--- src/rtl/portmux_pkg.sv ---
package portmux_pkg;
  typedef enum logic [1:0] {
    ACC_NONE   = 2'd0,
    ACC_CODE   = 2'd1,
    ACC_WIDE   = 2'd2,
    ACC_NARROW = 2'd3
  } accKind_e;

  typedef struct packed {
    logic lowAddr;
    logic lowWrite;
    logic lowRelease;
    logic highAddr;
    logic readLatch;
  } muxStrobe_t;
endpackage

--- src/rtl/portmux_ctrl.sv ---
module portmux_ctrl
  import portmux_pkg::*;
(
  input  logic [1:0]  accType,
  input  logic        busData,
  input  logic        busWrite,
  input  logic        rmwRead,
  output muxStrobe_t  strobe
);
  accKind_e kind;
  logic     active;
  logic     dataAccess;

  assign kind       = accKind_e'(accType);
  assign active     = (kind != ACC_NONE);
  assign dataAccess = (kind == ACC_WIDE) || (kind == ACC_NARROW);

  always_comb begin
    strobe            = '0;
    strobe.lowAddr    = active && !busData;
    strobe.lowWrite   = active && busData && dataAccess && busWrite;
    strobe.lowRelease = active && busData && !(dataAccess && busWrite);
    strobe.highAddr   = (kind == ACC_CODE) || (kind == ACC_WIDE);
    strobe.readLatch  = rmwRead;
  end
endmodule

--- src/rtl/portmux_datapath.sv ---
module portmux_datapath
  import portmux_pkg::*;
#(
  parameter int PORT_W = 8
) (
  input  logic                  clk,
  input  logic                  rstN,
  input  muxStrobe_t            strobe,
  input  logic [2*PORT_W-1:0]   addr,
  input  logic [PORT_W-1:0]     wrData,
  input  logic [PORT_W-1:0]     lowLatch,
  input  logic [PORT_W-1:0]     highLatch,
  input  logic [PORT_W-1:0]     lowPad,
  input  logic [PORT_W-1:0]     highPad,
  output logic [PORT_W-1:0]     lowDriveLow,
  output logic [PORT_W-1:0]     lowWeakUp,
  output logic [PORT_W-1:0]     lowStrongUp,
  output logic [PORT_W-1:0]     highDriveLow,
  output logic [PORT_W-1:0]     highWeakUp,
  output logic [PORT_W-1:0]     highStrongUp,
  output logic [PORT_W-1:0]     lowRead,
  output logic [PORT_W-1:0]     highRead
);
  localparam int ADDR_W = 2 * PORT_W;

  logic [PORT_W-1:0] addrLo;
  logic [PORT_W-1:0] addrHi;
  logic [PORT_W-1:0] nextLowDl, nextLowSu;
  logic [PORT_W-1:0] nextHighDl, nextHighWu, nextHighSu;

  assign addrLo = addr[PORT_W-1:0];
  assign addrHi = addr[ADDR_W-1:PORT_W];

  for (genvar i = 0; i < PORT_W; i++) begin : g_pin
    // low port: address, write data, released, or open-drain latch
    assign nextLowDl[i] = strobe.lowAddr    ? ~addrLo[i] :
                          strobe.lowWrite   ? ~wrData[i] :
                          strobe.lowRelease ? 1'b0       :
                                              ~lowLatch[i];
    assign nextLowSu[i] = strobe.lowAddr    ? addrLo[i]  :
                          strobe.lowWrite   ? wrData[i]  :
                                              1'b0;
    // high port: address byte with strong pull-up, else latch with weak pull-up
    assign nextHighDl[i] = strobe.highAddr ? ~addrHi[i] : ~highLatch[i];
    assign nextHighSu[i] = strobe.highAddr ?  addrHi[i] : 1'b0;
    assign nextHighWu[i] = strobe.highAddr ?  1'b0      : highLatch[i];
  end

  always_ff @(posedge clk) begin
    if (!rstN) begin
      lowDriveLow  <= '0;
      lowWeakUp    <= '0;
      lowStrongUp  <= '0;
      highDriveLow <= '0;
      highWeakUp   <= '0;
      highStrongUp <= '0;
      lowRead      <= '0;
      highRead     <= '0;
    end else begin
      lowDriveLow  <= nextLowDl;
      lowWeakUp    <= '0;
      lowStrongUp  <= nextLowSu;
      highDriveLow <= nextHighDl;
      highWeakUp   <= nextHighWu;
      highStrongUp <= nextHighSu;
      lowRead      <= strobe.readLatch ? lowLatch  : lowPad;
      highRead     <= strobe.readLatch ? highLatch : highPad;
    end
  end
endmodule

--- src/rtl/portmux_top.sv ---
module portmux_top
  import portmux_pkg::*;
#(
  parameter int PORT_W = 8
) (
  input  logic                  clk,
  input  logic                  rstN,
  input  logic [1:0]            accType,
  input  logic                  busData,
  input  logic                  busWrite,
  input  logic                  rmwRead,
  input  logic [2*PORT_W-1:0]   addr,
  input  logic [PORT_W-1:0]     wrData,
  input  logic [PORT_W-1:0]     lowLatch,
  input  logic [PORT_W-1:0]     highLatch,
  input  logic [PORT_W-1:0]     lowPad,
  input  logic [PORT_W-1:0]     highPad,
  output logic [PORT_W-1:0]     lowDriveLow,
  output logic [PORT_W-1:0]     lowWeakUp,
  output logic [PORT_W-1:0]     lowStrongUp,
  output logic [PORT_W-1:0]     highDriveLow,
  output logic [PORT_W-1:0]     highWeakUp,
  output logic [PORT_W-1:0]     highStrongUp,
  output logic [PORT_W-1:0]     lowRead,
  output logic [PORT_W-1:0]     highRead
);
  muxStrobe_t strobe;

  portmux_ctrl u_ctrl (
    .accType  (accType),
    .busData  (busData),
    .busWrite (busWrite),
    .rmwRead  (rmwRead),
    .strobe   (strobe)
  );

  portmux_datapath #(.PORT_W(PORT_W)) u_dp (
    .clk          (clk),
    .rstN         (rstN),
    .strobe       (strobe),
    .addr         (addr),
    .wrData       (wrData),
    .lowLatch     (lowLatch),
    .highLatch    (highLatch),
    .lowPad       (lowPad),
    .highPad      (highPad),
    .lowDriveLow  (lowDriveLow),
    .lowWeakUp    (lowWeakUp),
    .lowStrongUp  (lowStrongUp),
    .highDriveLow (highDriveLow),
    .highWeakUp   (highWeakUp),
    .highStrongUp (highStrongUp),
    .lowRead      (lowRead),
    .highRead     (highRead)
  );
endmodule

--- config.mk ---
export PLATFORM = sky130hd
export DESIGN_NAME = portmux_top
export DESIGN_NICKNAME = d
export VERILOG_FILES = /design/src/rtl/portmux_pkg.sv /design/src/rtl/portmux_ctrl.sv /design/src/rtl/portmux_datapath.sv /design/src/rtl/portmux_top.sv
export SDC_FILE = /design/constraint.sdc
export NUM_CORES = 1
export LEC_CHECK = 0
export CAP_MARGIN = 20
export CORE_MARGIN = 4
export CORE_UTILIZATION = 34
export CTS_BUF_LIST = sky130_fd_sc_hd__clkbuf_4 sky130_fd_sc_hd__clkbuf_8 sky130_fd_sc_hd__clkbuf_16
export DETAILED_ROUTE_END_ITERATION = 8
export PLACE_DENSITY_LB_ADDON = 0.3
export SYNTH_ARGS = -nofsm -noshare
export SYNTH_HDL_FRONTEND = slang
export SYNTH_HIERARCHICAL = 1
export SYNTH_SLANG_ARGS = --single-unit
--- constraint.sdc ---
create_clock -name clk -period 1.81 [get_ports clk]
set_input_delay 0.362 -clock clk [delete_from_list [all_inputs] [get_ports clk]]
set_output_delay 0.362 -clock clk [all_outputs]
set_load 0.005 [all_outputs]
Word-level counts from Yosys, hierarchy flattened
Cells that the tools add are included.
{"block": "op_classes", "n_reduce_logical": 13, "n_eq_ne": 3, "muxes": 50, "bitwise_logic": 41}
{"operator": "1-bit 2-to-1 mux", "count": 48}
{"operator": "1-bit NOT", "count": 41}
{"operator": "8-bit 2-to-1 mux", "count": 2}
{"operator": "1-bit logical AND", "count": 6}
{"operator": "2-bit == test (second input constant)", "count": 2}
{"operator": "2-bit by 1-bit == test with 1-bit output (second input constant)", "count": 1}
{"operator": "1-bit zero test", "count": 2}
{"operator": "1-bit logical OR", "count": 2}
{"operator": "2-bit AND reduction", "count": 1}
{"operator": "2-bit nonzero test", "count": 1}
{"operator": "2-bit OR reduction", "count": 1}
{"block": "totals", "wordCells": 114, "input_bits": 63, "output_inout_bits": 64, "reg_bits": 56}

Depth between registers and ports, before layout
{"block": "depth", "ltp_word": 8, "ltp_mapped": 7}

By module
Netlist, hierarchy kept.
{"module": "portmux_datapath", "seq_area_each_um2": 1121.1, "area_each_um2": 2110.8, "cells_per_inst": 192, "n_inst": 1}
{"module": "portmux_ctrl", "seq_area_each_um2": 0.0, "area_each_um2": 77.6, "cells_per_inst": 10, "n_inst": 1}

Worst setup path before layout
No wires, ideal clock.
{"block": "synth_path", "path_type": "input -> register", "startpoint": "in accType[0]", "endpoint": "reg u_dp.lowDriveLow[5]", "setup_slack_ns": 0.085, "t_arrival_ns": 1.603, "stages": 6, "required_time_ns": 1.688, "setup_time_ns": 0.122, "cell_sequence": "inv_1 > ha_1 > nor3b_1 > buf_6 > nor3_1 > o311a_1"}
{"element": "start, declared", "line": "portmux_top.sv:8", "source": "input logic [1:0] accType,"}
{"element": "end signal, assigned", "line": "portmux_datapath.sv:60", "source": "lowDriveLow <= nextLowDl;"}
{"element": "end, declared", "line": "portmux_datapath.sv:15", "source": "output logic [PORT_W-1:0] lowDriveLow,"}

==> metrics.txt <==
status=completed; setup_tns=0 ns; Hold Startpoint=addr[4]; Slew Viols, Final=0; First DRT Iteration DRCs=36; cell chain of the critical path=dlymetal6s2s_1 -> inv_2 -> ha_1 -> o21ai_2 -> nor3b_4 -> buf_4 -> clkbuf_16 -> nor2b_2 -> o311a_1; commonest non-fill, non-tap cell in the layout=clkdlybuf4s50_1; Synth Area per Inst=10.8 sq um; Post-CTS Hold Fix Bufs=0; fin crit share=a little over four fifths; ranking of synthesized cells by area=dfxtp_1, mux2i_1, nor2b_1, and2_1, buf_4; Antenna Violating Nets Remaining=0; Crit-path slowest cell=o311a_1; Vias/cell=4.62; global-route wire length before repair=around 8800 microns; IO Pins=about 130; total CTS buffers=5; Synth top area share=roughly 51%; Worst setup EP type=register; worst min path class=input pin to register; share of cells above drive strength 1=7.50%; Netlist Area Pre-Place=between 2000 and 2500 sq um; htree depth=2; Area after DPL=roughly 3400 sq um; top fanout value on the critical path=12; CTS root buf=clkbuf_8; clk buf depth=2; DRC=0; drt total wl=5790 microns; register area share after synthesis=roughly half; total power=~2.8 mW; Total GRT Usage=between 10% and 20%; Initial Util=35.9%; Startpoint Class=input pin; # fillers=between 500 and 600; DIE AREA=7780 sq um; Final nets=slightly below 400; initial antenna violation count=0; # rows=28; Syn-to-layout area delta=65.1%; peak supply drop=~0.00042 V; routability cong.=0.785; setup ws final=approximately 0.28 ns; IO Port Bufs=between 100 and 150; vias in the first global route=between 1500 and 2000; Post-DP HPWL=about 4400 microns; Avg WL per Cell=14.7 microns; Max Clk Rate=653 MHz; static leakage=between 1.5 and 2 nW; Hold Path Depth=3; Die X=88.2 microns; critical path class=input pin to register; largest net degree at the start of global routing=30; Worst-path clk slew=0.10 ns; TritonCTS clock tree=yes; Final setup viols=0; Initial DRT Pass Iterations=4; PwrDens=a little under 800 nW/um^2; clk sink count=56; CP Data Required Time=between 2 and 2.5 ns; hold endpoint=u_dp/lowStrongUp[4]; max cap viols=0; Mapped Cells=approximately 200; CP Data Arrival Time=between 1.5 and 2 ns; Vias=between 1500 and 2000; unrepaired setup endpoints after global routing=false; # diodes=0; gr ovfl total=0; Core Area=approximately 6100 sq um; post-route minimum period=between 1.5 and 2 ns; Largest stage delay, worst path=approximately 0.28 ns; die height=between 80 and 90 microns; Yosys cell types=22; most frequent cells in the layout=clkdlybuf4s50_1, dfxtp_1, mux2i_1; cell taking the most area after synthesis=dfxtp_1; yosys warns=6; flops & latches, synth=56; final hold viol count=0; finished layout cell area=roughly 3600 sq um; Post-Place Worst Slack=-0.334 ns
==> routing by layer <==
| metal | vias up | track usage, % | wire [microns] |
|---|---|---|---|
| li1 | 896 | - | - |
| met1 | 836 | 16.6 | 2260 |
| met2 | 92 | 26.0 | 2800 |
| met3 | 2 | 6.05 | 704 |
| met4 | 0 | 3.30 | 21 |
| met5 | - | 0 | 0 |
==> report_power, final <==
| part | switching [mW] | internal, mW | leakage (nW) | total, mW |
|---|---|---|---|---|
| combinational | 0.188 | 0.367 | 0.985 | 0.554 |
| sequential | 0.0195 | 1.31 | 0.464 | 1.33 |
| clock | 0.381 | 0.545 | 0.0642 | 0.926 |
==> Yosys cell counts <==
library cell	number
a21boi_1	8
and2_1	16
and3_1	8
and3b_1	1
buf_2	5
buf_4	13
buf_6	3
clkbuf_1	2
conb_1	1
dfxtp_1	56
ha_1	3
inv_1	2
mux2i_1	24
nand2_1	8
nand3b_1	8
nor2_1	1
nor2b_1	20
nor2b_2	5
nor3_1	8
nor3b_1	1
o21ai_1	1
o311a_1	8
==> flip-flops by register name, indices dropped and copies added (netlist names) <==
signal,count
u_dp/highStrongUp,8
u_dp/lowRead,8
u_dp/lowStrongUp,8
u_dp/highDriveLow,8
u_dp/highWeakUp,8
u_dp/lowDriveLow,8
u_dp/highRead,8
==> stage by stage <==
stage	util, %	hold slack (ns)	instances
global route	59.3	0.641	395
floorplan	-	0.484	209
detailed placement	56.3	0.958	386
global placement	56.3	0.960	386
CTS	58.4	0.620	393
finish	59.3	0.634	395
==> layout make-up <==
cell class / instances / area [sq um] / area share (%)
flip-flops and latches: 56 / 1120 / 31.0
repair buffers: 127 / 1330 / 36.7
multi-input cells: 128 / 937 / 25.9
inverters: 2 / 7.51 / 0.208
well taps: 75 / 93.8 / 2.60
clock buffers: 5 / 68.8 / 1.90
clock inverters: 2 / 60.1 / 1.66
==> cells by family (layout without fill, tap and decap cells) <==
family          after synthesis  count (layout)  share of synthesized area [%]
simple gates                 76              76                           21.4
fa+ha+maj                     3               3                           1.72
mux                          24              24                           11.0
buf+inv                      25             136                           7.83
compound gates               17              17                           6.63
flops                        56              56                           51.2
other cells                   1               8                          0.171
==> worst max-delay path by stage <==
stage | start | cells after the start | slack, ns | end
floorplan | accType[0] | 6 | 0.08 | u_dp/lowDriveLow[5]
global placement | accType[0] | 8 | -0.26 | u_dp/lowDriveLow[3]
detailed placement | accType[0] | 7 | -0.33 | u_dp/lowDriveLow[7]
CTS | accType[0] | 7 | 0.003 | u_dp/lowDriveLow[7]
global route | accType[0] | 9 | 0.21 | u_dp/lowDriveLow[2]
finish | accType[0] | 9 | 0.28 | u_dp/lowDriveLow[2]
==> worst max-delay path: cells and delay by family <==
family	cells	cell delay (ns)
simple gates	2	0.23
compound gates	2	0.47
fa+ha+maj	1	0.20
buf+inv	4	0.46
==> what timing repair did <==
| item | 4_1_cts | 5_1_grt |
|---|---|---|
| endpoints found under the setup margin | 0 | 8 |
| resized for setup | 0 | 6 |
| buffers inserted | 0 | 1 |
(Power assumes the default switching activity.)
